[src/rtl/ramp_seq_pkg.sv]
package ramp_seq_pkg;
  localparam int SP_W    = 8;
  localparam int CODE_W  = 4;
  localparam int BASE_U  = 75;
  localparam int PITCH_U = 4;
  localparam int FULL_U  = 150;
  localparam int STEP_U  = 2;
  localparam int ST_OFF  = 0;
  localparam int ST_MOVE = 1;
  localparam int ST_HIC  = 2;
  localparam int ST_OT   = 3;
  localparam int ST_SETL = 4;
endpackage

[src/rtl/ramp_tick.sv]
module ramp_tick #(
  parameter int PERIOD = 384
) (
  input  logic clk,
  input  logic rst_n,
  input  logic clr,
  output logic tick
);
  localparam int CW = (PERIOD > 1) ? $clog2(PERIOD) : 1;
  localparam logic [CW-1:0] LAST = CW'(PERIOD - 1);

  logic [CW-1:0] cnt;

  always_ff @(posedge clk or negedge rst_n) begin
    if (!rst_n)           cnt <= '0;
    else if (clr)         cnt <= '0;
    else if (cnt == LAST) cnt <= '0;
    else                  cnt <= cnt + 1'b1;
  end

  assign tick = !clr && (cnt == LAST);
endmodule

[src/rtl/ramp_goal.sv]
module ramp_goal
  import ramp_seq_pkg::*;
(
  input  logic [CODE_W-1:0] code,
  input  logic              force_full,
  output logic [SP_W-1:0]   goal
);
  logic [SP_W-1:0] scaled;

  always_comb begin
    scaled = SP_W'(code) * SP_W'(PITCH_U);
    if (force_full || (code == {CODE_W{1'b1}})) goal = SP_W'(FULL_U);
    else                                        goal = SP_W'(BASE_U) + scaled;
  end
endmodule

[src/rtl/ramp_window.sv]
module ramp_window #(
  parameter int LEN = 1104
) (
  input  logic clk,
  input  logic rst_n,
  input  logic restart,
  output logic done
);
  localparam int CW = $clog2(LEN + 1);
  localparam logic [CW-1:0] TOP = CW'(LEN);

  logic [CW-1:0] cnt;

  always_ff @(posedge clk or negedge rst_n) begin
    if (!rst_n)          cnt <= '0;
    else if (restart)    cnt <= '0;
    else if (cnt != TOP) cnt <= cnt + 1'b1;
  end

  assign done = (cnt == TOP);
endmodule

[src/rtl/ramp_hiccup.sv]
module ramp_hiccup #(
  parameter int LEN = 750000
) (
  input  logic clk,
  input  logic rst_n,
  input  logic clr,
  input  logic trig,
  output logic active
);
  localparam int CW = $clog2(LEN + 1);
  localparam logic [CW-1:0] LOAD = CW'(LEN);

  logic [CW-1:0] cnt;

  always_ff @(posedge clk or negedge rst_n) begin
    if (!rst_n)         cnt <= '0;
    else if (clr)       cnt <= '0;
    else if (trig)      cnt <= LOAD;
    else if (cnt != '0) cnt <= cnt - 1'b1;
  end

  assign active = (cnt != '0);
endmodule

[src/rtl/setpoint_ramp_seq.sv]
module setpoint_ramp_seq
  import ramp_seq_pkg::*;
#(
  parameter int STEP_CYCLES   = 384,
  parameter int SETTLE_CYCLES = 1104,
  parameter int HICCUP_CYCLES = 750000
) (
  input  logic              clk,
  input  logic              rst_n,
  input  logic              uv_rst,
  input  logic [CODE_W-1:0] code,
  input  logic              cmd_on,
  input  logic              cmd_off,
  input  logic              en_pin,
  input  logic              byp_pin,
  input  logic              oc_evt,
  input  logic              ot_flt,
  output logic [SP_W-1:0]   setpoint,
  output logic              full_on,
  output logic              sw_en,
  output logic [7:0]        status
);
  localparam logic [SP_W-1:0] STEP = SP_W'(STEP_U);
  localparam logic [SP_W-1:0] FULL = SP_W'(FULL_U);

  logic [CODE_W-1:0] code_q;
  logic              ch_on;
  logic [SP_W-1:0]   sp_q;
  logic [SP_W-1:0]   goal;
  logic              run, hold, tick, hic_act, settled;

  always_ff @(posedge clk or negedge rst_n) begin
    if (!rst_n) begin
      code_q <= '0;
      ch_on  <= 1'b0;
    end else if (uv_rst) begin
      code_q <= '0;
      ch_on  <= 1'b0;
    end else if (cmd_on) begin
      code_q <= code;
      ch_on  <= 1'b1;
    end else if (cmd_off) begin
      ch_on  <= 1'b0;
    end
  end

  assign run  = en_pin && (ch_on || byp_pin);
  assign hold = !run || ot_flt || hic_act;

  ramp_goal u_goal (
    .code       (code_q),
    .force_full (byp_pin),
    .goal       (goal)
  );

  ramp_tick #(.PERIOD(STEP_CYCLES)) u_tick (
    .clk   (clk),
    .rst_n (rst_n),
    .clr   (hold || uv_rst),
    .tick  (tick)
  );

  ramp_hiccup #(.LEN(HICCUP_CYCLES)) u_hic (
    .clk    (clk),
    .rst_n  (rst_n),
    .clr    (uv_rst),
    .trig   (oc_evt && !hold),
    .active (hic_act)
  );

  ramp_window #(.LEN(SETTLE_CYCLES)) u_settle (
    .clk     (clk),
    .rst_n   (rst_n),
    .restart (hold || uv_rst || (sp_q != goal)),
    .done    (settled)
  );

  always_ff @(posedge clk or negedge rst_n) begin
    if (!rst_n)               sp_q <= '0;
    else if (uv_rst || hold)  sp_q <= '0;
    else if (tick) begin
      if (sp_q < goal)        sp_q <= ((goal - sp_q) > STEP) ? sp_q + STEP : goal;
      else if (sp_q > goal)   sp_q <= ((sp_q - goal) > STEP) ? sp_q - STEP : goal;
    end
  end

  always_comb begin
    status          = '0;
    status[ST_OFF]  = !run;
    status[ST_MOVE] = (sp_q != goal);
    status[ST_HIC]  = hic_act;
    status[ST_OT]   = ot_flt;
    status[ST_SETL] = !settled;
  end

  assign setpoint = sp_q;
  assign sw_en    = !hold;
  assign full_on  = !hold && (sp_q == FULL);
endmodule

[config.mk]
export PLATFORM = sky130hd
export DESIGN_NAME = setpoint_ramp_seq
export DESIGN_NICKNAME = d
export VERILOG_FILES = /design/src/rtl/ramp_seq_pkg.sv /design/src/rtl/ramp_tick.sv /design/src/rtl/ramp_goal.sv /design/src/rtl/ramp_window.sv /design/src/rtl/ramp_hiccup.sv /design/src/rtl/setpoint_ramp_seq.sv
export SDC_FILE = /design/constraint.sdc
export NUM_CORES = 1
export LEC_CHECK = 0
export BUFFER_PORTS_ARGS = -buffer_cell sky130_fd_sc_hd__buf_2
export CAP_MARGIN = 5
export CORE_MARGIN = 4
export CORE_UTILIZATION = 50
export DETAILED_ROUTE_END_ITERATION = 12
export PLACE_DENSITY = 0.71
export SYNTH_ARGS = -nofsm -noshare
export SYNTH_HDL_FRONTEND = slang
export SYNTH_SLANG_ARGS = --single-unit
[constraint.sdc]
create_clock -name clk -period 3.1 [get_ports clk]
set_input_delay 0.62 -clock clk [delete_from_list [all_inputs] [get_ports clk]]
set_output_delay 0.62 -clock clk [all_outputs]
set_load 0.1 [all_outputs]
==> results of run 1 <==
==> cells in the mapped netlist (all sizes together) (2+ instances only) <==
master and number:
or3 6, nand3b 3, ha 21, clkbuf 10, a31oi 3, nor4 8
o21ai 16, nor3 12, nand4 5, buf 10, o211ai 9, a2111o 2
a21o 7, and3 4, a21oi 21, xnor2 21, or4 5, a21boi 2
nand2b 9, a31o 2, nand3 18, o21a 2, and3b 2, a221oi 7
xor2 21, and2 3, a211oi 2, mux2i 5, nor2b 3, inv 25
nand2 27, or2 2, dfrtp 53, nor2 57
==> layout make-up <==
type	count	area share (%)
sequential	53	29.0
multi-input combinational	321	50.2
inverter	26	2.15
timing repair buffer	87	14.0
clock inverter	3	0.571
tap	99	2.69
clock buffer	5	1.50
==> registers in the layout (all words and copies together), names as in the netlist <==
signal,cells
u_hic.cnt,20
u_settle.cnt,11
u_tick.cnt,9
setpoint,8
code_q,4
ch_on,1
==> layer usage <==
layer	up-vias	part of all wire, %	track usage [%]
met1	1591	45	29.1
met5	-	0	0
li1	1613	-	-
met2	93	49	37.2
met4	0	2.1	6.02
met3	20	3.6	2.40
==> critical path: cells and delay by family (launching register included) <==
kind / cells / cell delay (ns)
simple gates: 5 / 1.57
flops: 1 / 0.40
buf+inv: 1 / 0.21
==> power breakdown <==
group          total, mW  internal (mW)  switching (mW)
registers          0.827          0.762          0.0651
logic              0.862          0.384           0.478
clock network      0.418          0.165           0.253
total               2.11           1.31           0.796
==> repair_timing <==
action	CTS	global route
gates resized for setup	9	25
setup endpoints to repair	12	10
pin swaps	6	10
gates cloned	0	0
setup buffers	6	5
==> logic make-up (layout without fill, tap and decap cells) <==
family | count (synthesis) | count (layout) | synth area share [%]
simple gates | 167 | 167 | 23.7
fa+ha+maj | 21 | 21 | 7.12
compound gates | 82 | 82 | 15.7
xor+xnor | 42 | 42 | 9.96
mux | 6 | 6 | 1.66
other cells | 1 | 3 | 0.102
buf+inv | 46 | 121 | 5.79
flops | 53 | 53 | 35.9
==> final timing paths <==
| check | startpoint | endpoint | slack, ns | depth (start not counted) |
|---|---|---|---|---|
| min | rst_n | u_settle.cnt[6]$_DFFE_PN0P_ | 0.24 | 1 |
| max in group asynchronous | rst_n | setpoint[6]$_DFFE_PN0P_ | 2.20 | 2 |
| max | u_hic.cnt[9]$_DFFE_PN0P_ | full_on | -0.0007 | 6 |
| max reg2reg | code_q[1]$_DFFE_PN0P_ | setpoint[7]$_DFFE_PN0P_ | 0.12 | 13 |
| min in group clk | u_tick.cnt[0]$_DFF_PN0_ | u_tick.cnt[0]$_DFF_PN0_ | 0.52 | 1 |
| min reg2reg | u_tick.cnt[0]$_DFF_PN0_ | u_tick.cnt[0]$_DFF_PN0_ | 0.52 | 1 |
==> metrics, run 1 <==
final net count roughly 530; first-pass GRT wire length between 15 and 20 mm; most common cell after layout, fill and taps aside buf_4; DP HPWL around 7 mm; fin. max-slew vios 0; post-layout util 63.7%; Initial DRT Pass Iterations 7; pin count of the biggest net entering global routing 21; Rel. slew slack 62.2%; maximum clock path buffer count 2; post-route cell area between 0.004 and 0.005 mm2; vias in the first global route 3227; WHS 0.240 ns; slowest stage delay, CP 0.54 ns; min Tclk post-route 3.10 ns; Worst-path clk slew roughly 0.11 ns; Core Region between 0.007 and 0.008 mm2; Most used DFF post-synth dfrtp_1; initial antenna violation count 0; IO Count 31; CTS root buf clkbuf_8; worst-path fanout max 3; clock tree from TritonCTS done; placed cells 575; asr flop ratio synth 100%; Diodes inserted 0; Hold Path Class in2async; RSZ-0062 raised after global routing yes; CP startpoint kind flop; Avg Inst Size Synth roughly 9 um2; pwr dens ~460 mW/mm2; Num CTS Buffers 5; Fin. Hold Viols 0; Lkg Pwr around 2.1 nW; failing checks negative setup slack; max-cap viol count 0; I/O Buffers 27; setup TNS -0.000666 ns; area of the multi-input gates between 0.002 and 0.0025 mm2; detailed-route wire length 9.31 mm; Final Cycle Share 100%; via count roughly 3300; Routed WL per cell approximately 16 um; sequential area share after synthesis a little over a third; share of cells above drive strength 1 about 28%; Starting Density between 50% and 60%; chip height around 94 um; worst-path cell chain or4_4 -> nand2b_4 -> or4_4 -> nand2b_4 -> nor3_4 -> buf_12; CP Data Arrival Time approximately 2.5 ns; CP Capture Type output port; Peak Freq 323 MHz; register area between 0.001 and 0.0015 mm2; worst-margin pin slew ~0.56 ns; run status finished, violations left; Remaining DRCs 0; Cells after Synth around 420; mapped cell area 0.00369 mm2; hold-fix buffers at CTS 0; vias per cell ~5.6; post-synth top area share a little over a third; post-route ant nets 0; Filler Cells Inserted 635; Post-synth EDFFs 0; Distinct cells, synth 58; clk_lat worst skew just over 0.3 ns; total congestion overflow 0; worst vdd ir around 0.43 mV; Initial DRC Count between 150 and 200; total power about 2.1 mW; Die W around 94 um; final setup fails 1; Total GRT Usage a little over a fifth; clock sink count 53; FP Rows 31; top cells by area, synth dfrtp_1 (36%), ha_1 (7.1%), nor2_1 (5.6%); slowest stage cell on the critical path or4_4; Finished Layout Cells ~590; most frequent cells in the layout buf_4 (57), nor2_1 (52), dfrtp_1 (49), nand2_1 (26), buf_2 (24); Yosys reg bits 53; Critical Path RT 2.48 ns; gpl congestion around 0.92; pre-CTS WS -0.257 ns; Clock Skew 0.0150 ns; Setup WS post-layout -0.000666 ns; area grow syn2layout 24.5%; Synth warnings 0; die area ~0.009 mm2; H-tree depth 2; post-synth top area cell dfrtp_1; WS Path Type reg2out; placed instance area between 0.004 and 0.005 mm2
(Power assumes the default switching activity.)
==> inputs of run 2 (changes only) <==
--- a/config.mk
+++ b/config.mk
@@ -10,7 +10,7 @@
 export CORE_MARGIN = 4
 export CORE_UTILIZATION = 50
 export DETAILED_ROUTE_END_ITERATION = 12
-export PLACE_DENSITY = 0.71
+export PLACE_DENSITY = 0.81
 export SYNTH_ARGS = -nofsm -noshare
 export SYNTH_HDL_FRONTEND = slang
 export SYNTH_SLANG_ARGS = --single-unit
==> metrics, run 2 (synthesis results as in run 1) <==
CP Data Arrival Time 2.47 ns (was 2.48 ns); CTS root buf clkbuf_8 (unchanged); most frequent cells in the layout buf_4 (52), nor2_1 (50), dfrtp_1 (48), nand2_1 (25), buf_2 (24) (was buf_4 (57), nor2_1 (52), dfrtp_1 (49), nand2_1 (26), buf_2 (24)); Filler Cells Inserted 578 (was 635); Detail Route met3 WL 504 um (was 332 um); chip height 93.9 um (unchanged); biggest regs u_hic.cnt x20, u_settle.cnt x11, u_tick.cnt x9 (unchanged); Starting Density 51.2% (unchanged); clk_lat worst skew 0.30 ns (was 0.31 ns); register share of total power 37.8% (was 39.2%); top sig layer met4 (unchanged); run status finished clean (was finished, violations left); WS Path Type reg2out (unchanged); Remaining DRCs 0 (unchanged); Worst-path clk slew 0.10 ns (was 0.11 ns); DP HPWL 6.93 mm (was 6.99 mm); Top reg by flops u_hic.cnt (unchanged); CP Launch Point u_hic.cnt[3]$_DFFE_PN0P_ (was u_hic.cnt[9]$_DFFE_PN0P_); Routed WL per cell 16.0 um (was 15.7 um); Sw Pwr 781 uW (was 796 uW); worst vdd ir 0.798 mV (was 0.428 mV); switching part of the total 35.6% (was 37.8%); Finished Layout Cells 592 (was 594); total congestion overflow 0 (unchanged); pwr dens 469 mW/mm2 (was 458 mW/mm2); Reg2Reg Launch Point code_q[1]$_DFFE_PN0P_ (unchanged); Core Region 0.00721 mm2 (unchanged); Peak Freq 323 MHz (about the same); Clock Skew 0.00507 ns (was 0.0150 ns); worst-path fanout max 3 (unchanged); I/O Buffers 27 (unchanged); max-cap viol count 0 (unchanged); Initial DRC Count 262 (was 179); die area 0.00882 mm2 (unchanged); gpl congestion 0.912 (was 0.922); Fin. Hold Viols 0 (unchanged); WHS 0.364 ns (was 0.240 ns); RSZ-0062 raised after global routing yes (unchanged); CP startpoint kind flop (unchanged); Diodes inserted 0 (unchanged); fin. max-slew vios 0 (unchanged); WL met1 3.94 mm (was 4.18 mm); pin count of the biggest net entering global routing 35 (was 21); vias per cell 5.71 (was 5.58); internal cell power 1.42 mW (was 1.31 mW); detailed-route wire length 9.50 mm (was 9.31 mm); metal2 WL 4.88 mm (was 4.60 mm); H-tree depth 2 (unchanged); Final Cycle Share 99.8% (was 100%); worst-margin pin slew 0.742 ns (was 0.562 ns); first-pass GRT wire length 15.3 mm (was 15.5 mm); Setup WS post-layout 0.00697 ns (was -0.000666 ns); min Tclk post-route 3.09 ns (was 3.10 ns); Hold Path Class in2async (unchanged); Die W 93.9 um (unchanged); share of cells above drive strength 1 29.6% (was 28.3%); FP Rows 31 (unchanged); initial antenna violation count 0 (unchanged); IO Count 31 (unchanged); final net count 526 (was 528); Total GRT Usage 21.5% (was 21.7%); final setup fails 0 (was 1); clock tree from TritonCTS done (unchanged); Largest register FFs 20 (unchanged); area grow syn2layout 27.0% (was 24.5%); Num CTS Buffers 5 (unchanged); Rel. slew slack 50.5% (was 62.2%); maximum clock path buffer count 2 (unchanged); total power 2.20 mW (was 2.11 mW); vias in the first global route 3414 (was 3227); via count 3381 (was 3317); Initial DRT Pass Iterations 5 (was 7); setup TNS 0 ns (was -0.000666 ns); pre-CTS WS -0.332 ns (was -0.257 ns); CP Capture Type output port (unchanged); power share of the clock group 22.3% (was 19.8%); FF-to-FF path depth 14 (was 13); Comb power frac 39.9% (was 40.9%); clock sink count 53 (unchanged); post-route ant nets 0 (unchanged); Critical Path RT 2.48 ns (about the same); placed cells 567 (was 575); most common cell after layout, fill and taps aside buf_4 (unchanged); Lkg Pwr 2.13 nW (was 2.10 nW)
-- run 2: power by group through the flow --
stage          Clock (mW)  Combinational (mW)  Sequential [mW]
3_5_place_dp            0               0.775            0.845
4_1_cts             0.501               0.826            0.830
3_3_place_gp            0               0.746            0.840
5_1_grt             0.527               0.974            0.838
6_report            0.490               0.878            0.830
2_1_floorplan           0               0.629            0.827
-- run 2: metrics by stage --
step | utilization [%] | cell area [um2]
after floorplan | - | 3730
after global placement | 58.4 | 4220
after detailed placement | 58.4 | 4220
after CTS | 61.5 | 4430
after global routing | 65.0 | 4690
final | 65.0 | 4690
-- run 2: layer usage --
layer / vias to the layer above / track usage [%]
met2: 101 / 38.2
met3: 21 / 3.85
met5: - / 0
li1: 1604 / -
met4: 0 / 6.50
met1: 1655 / 26.3
-- run 2: final cells by class --
cell class | instances | area, um2 | share of cell area [%]
Sequential cell | 53 | 1330 | 28.4
Multi-Input combinational cell | 321 | 2370 | 50.5
Tap cell | 99 | 124 | 2.64
Clock inverter | 2 | 37.5 | 0.801
Inverter | 26 | 98.8 | 2.11
Timing Repair Buffer | 85 | 647 | 13.8
Clock buffer | 6 | 82.6 | 1.76
-- run 2: worst paths after layout --
check | end | slack [ns]
worst max-delay path | full_on | 0.007
worst min-delay path | u_settle.cnt[0]$_DFFE_PN0P_ | 0.36
worst max register to register | setpoint[5]$_DFFE_PN0P_ | 0.03
worst min register to register | u_tick.cnt[0]$_DFF_PN0_ | 0.52
max in group asynchronous | u_hic.cnt[17]$_DFFE_PN0P_ | 1.97
min in group clk | u_tick.cnt[0]$_DFF_PN0_ | 0.52
-- run 2: worst max-delay path, cell delays in order, from the launching register on --
cell and delay (ns):
dfrtp_1 0.41, or3_1 0.38, or3b_1 0.37, or4_4 0.43, nand2b_4 0.18, nor3_4 0.19, buf_12 0.21
-- run 2: timing repair --
action,4_1_cts,5_1_grt
pin swaps,4,14
resized for setup,10,36
endpoints found under the setup margin,11,10
hold buffers,0,0
buffers inserted,6,11
==> inputs of run 3 (changes only) <==
--- a/config.mk
+++ b/config.mk
@@ -10,7 +10,8 @@
 export CORE_MARGIN = 4
 export CORE_UTILIZATION = 50
 export DETAILED_ROUTE_END_ITERATION = 12
-export PLACE_DENSITY = 0.81
+export PLACE_DENSITY = 0.79
+export SLEW_MARGIN = 15
 export SYNTH_ARGS = -nofsm -noshare
 export SYNTH_HDL_FRONTEND = slang
 export SYNTH_SLANG_ARGS = --single-unit
==> constraint.sdc (replaced) <==
create_clock -name clk -period 3.35 [get_ports clk]
set_input_delay 0.67 -clock clk [delete_from_list [all_inputs] [get_ports clk]]
set_output_delay 0.67 -clock clk [all_outputs]
set_load 0.1 [all_outputs]
==> metrics, run 3 (synthesis results as in run 1) <==
GR peak layer met2 (unchanged); Critical Path RT 2.68 ns (was 2.48 ns); switching part of the total 34.3% (was 35.6%); Lkg Pwr 2.05 nW (was 2.13 nW); initial antenna violation count 0 (unchanged); Reg2Reg Launch Point code_q[0]$_DFFE_PN0P_ (was code_q[1]$_DFFE_PN0P_); Rel. slew slack 52.2% (was 50.5%); internal cell power 1.35 mW (was 1.42 mW); Clock Skew 0.0108 ns (was 0.00507 ns); gpl congestion 0.941 (was 0.912); CP startpoint kind flop (unchanged); biggest regs u_hic.cnt x20, u_settle.cnt x11, u_tick.cnt x9 (unchanged); Filler Cells Inserted 623 (was 578); most common cell after layout, fill and taps aside nor2_1 (was buf_4); power share of the clock group 24.8% (was 22.3%); RSZ-0062 raised after global routing yes (unchanged); Starting Density 51.2% (unchanged); clock sink count 53 (unchanged); area of the multi-input gates 0.00222 mm2 (was 0.00237 mm2); Worst-path clk slew 0.10 ns (about the same); Die W 93.9 um (unchanged); run status finished clean (unchanged); clock tree from TritonCTS done (unchanged); CTS root buf clkbuf_8 (unchanged); Remaining DRCs 0 (unchanged); Hold Path Class in2async (unchanged); Peak Freq 304 MHz; register share of total power 37.2% (was 37.8%); FP Rows 31 (unchanged); post-route ant nets 0 (unchanged); placed instance area 0.00417 mm2 (was 0.00422 mm2); Finished Layout Cells 581 (was 592); area grow syn2layout 19.7% (was 27.0%); Total GRT Usage 20.7% (was 21.5%); final setup fails 0 (unchanged); pwr dens 465 mW/mm2 (was 469 mW/mm2); register area 0.00133 mm2 (about the same); Fin. Hold Viols 0 (unchanged); max-cap viol count 0 (unchanged); post-route cell area 0.00442 mm2 (was 0.00469 mm2); Num CTS Buffers 5 (unchanged); Final Cycle Share 98.2%; worst vdd ir 0.499 mV (was 0.798 mV); H-tree depth 2 (unchanged); min Tclk post-route around 3.3 ns; DP HPWL 6.62 mm (was 6.93 mm); Sw Pwr 706 uW (was 781 uW); clk_lat worst skew 0.31 ns (was 0.30 ns); WS Path Type reg2out (unchanged); Routed WL per cell 15.3 um (was 16.0 um); pin count of the biggest net entering global routing 33 (was 35); I/O Buffers 27 (unchanged); vias per cell 5.68 (was 5.71); detailed-route wire length 8.88 mm (was 9.50 mm); Initial DRC Count 211 (was 262); Core Region 0.00721 mm2 (unchanged); worst-margin pin slew 0.717 ns (was 0.742 ns); fin. max-slew vios 0 (unchanged); vias in the first global route 3104 (was 3414); Comb power frac 38.0% (was 39.9%); worst-path fanout max 5 (was 3); Top reg by flops u_hic.cnt (unchanged); die area 0.00882 mm2 (unchanged); Largest register FFs 20 (unchanged); CP Data Arrival Time 2.62 ns (was 2.47 ns); chip height 93.9 um (unchanged); M1 GR Usage 26.7% (was 26.3%); first-pass GRT wire length 14.6 mm (was 15.3 mm); Initial DRT Pass Iterations 5 (unchanged); via count 3302 (was 3381); CP Launch Point u_hic.cnt[9]$_DFFE_PN0P_ (was u_hic.cnt[3]$_DFFE_PN0P_); IO Count 31 (unchanged); GR Util met3 3.04% (was 3.85%); placed cells 562 (was 567); most frequent cells in the layout nor2_1 (54), dfrtp_1 (51), buf_4 (47), nand2_1 (26) (was buf_4 (52), nor2_1 (50), dfrtp_1 (48), nand2_1 (25), buf_2 (24)); total congestion overflow 0 (unchanged); CP Capture Type output port (unchanged); maximum clock path buffer count 2 (unchanged); Diodes inserted 0 (unchanged); met2 usage 34.9% (was 38.2%); share of cells above drive strength 1 23.0% (was 29.6%); final net count 515 (was 526)
-- run 3: final cells by class --
type	count	area share, %
multi-input combinational	321	50.2
sequential	53	30.1
timing repair buffer	74	11.7
tap	99	2.80
inverter	26	2.24
clock buffer	5	1.56
clock inverter	3	1.47
-- run 3: worst max-delay path, stage by stage, from the launching register on --
cell and delay (ns):
dfrtp_1 0.41, or4_4 0.55, nand2b_4 0.18, or4_4 0.53, nand2b_4 0.18, nor3_4 0.25
buf_12 0.21
-- run 3: what timing repair did --
item	CTS	global route
resized for setup	1	7
setup endpoints to repair	4	10
pin swaps	2	4
setup buffers	0	11
hold buffers	0	0
hold endpoints to repair	0	0
-- run 3: path summary, 6_finish.rpt --
| kind | endpoint | slack, ns | cells past startpoint |
|---|---|---|---|
| setup / recovery | full_on | 0.06 | 6 |
| hold / removal | u_settle.cnt[9]$_DFFE_PN0P_ | 0.40 | 1 |
| setup reg to reg | setpoint[0]$_DFFE_PN0P_ | 0.12 | 13 |
| hold reg to reg | u_tick.cnt[0]$_DFF_PN0_ | 0.52 | 1 |
| max in group asynchronous | u_tick.cnt[2]$_DFF_PN0_ | 2.18 | 2 |
| min in group clk | u_tick.cnt[0]$_DFF_PN0_ | 0.52 | 1 |
-- run 3: layer usage --
metal,vias to the layer above,share of wire (%)
li1,1590,-
met1,1591,43
met2,104,51
met3,17,4.2
met4,0,1.8
met5,-,0
-- run 3: power groups by stage --
stage          combinational [mW]  clock (mW)  sequential, mW
6_report                    0.781       0.510           0.765
5_1_grt                     0.862       0.543           0.777
4_1_cts                     0.706       0.522           0.768
3_5_place_dp                0.699           0           0.779
3_3_place_gp                0.680           0           0.776
2_1_floorplan               0.581           0           0.765
-- run 3: metrics by stage --
step                      util (%)  worst slack (ns)  power, mW  setup TNS, ns  hold slack (ns)
final                         61.3            0.0586       2.06              0            0.395
after global placement        57.7            -0.129       1.46         -0.888            0.509
after global routing          61.3           -0.0384       2.18        -0.0384            0.449
after floorplan                  -            -0.129       1.35         -0.129            0.374
after detailed placement      57.7            -0.263       1.48          -1.93            0.508
after CTS                     59.7            0.0105       2.00              0            0.423
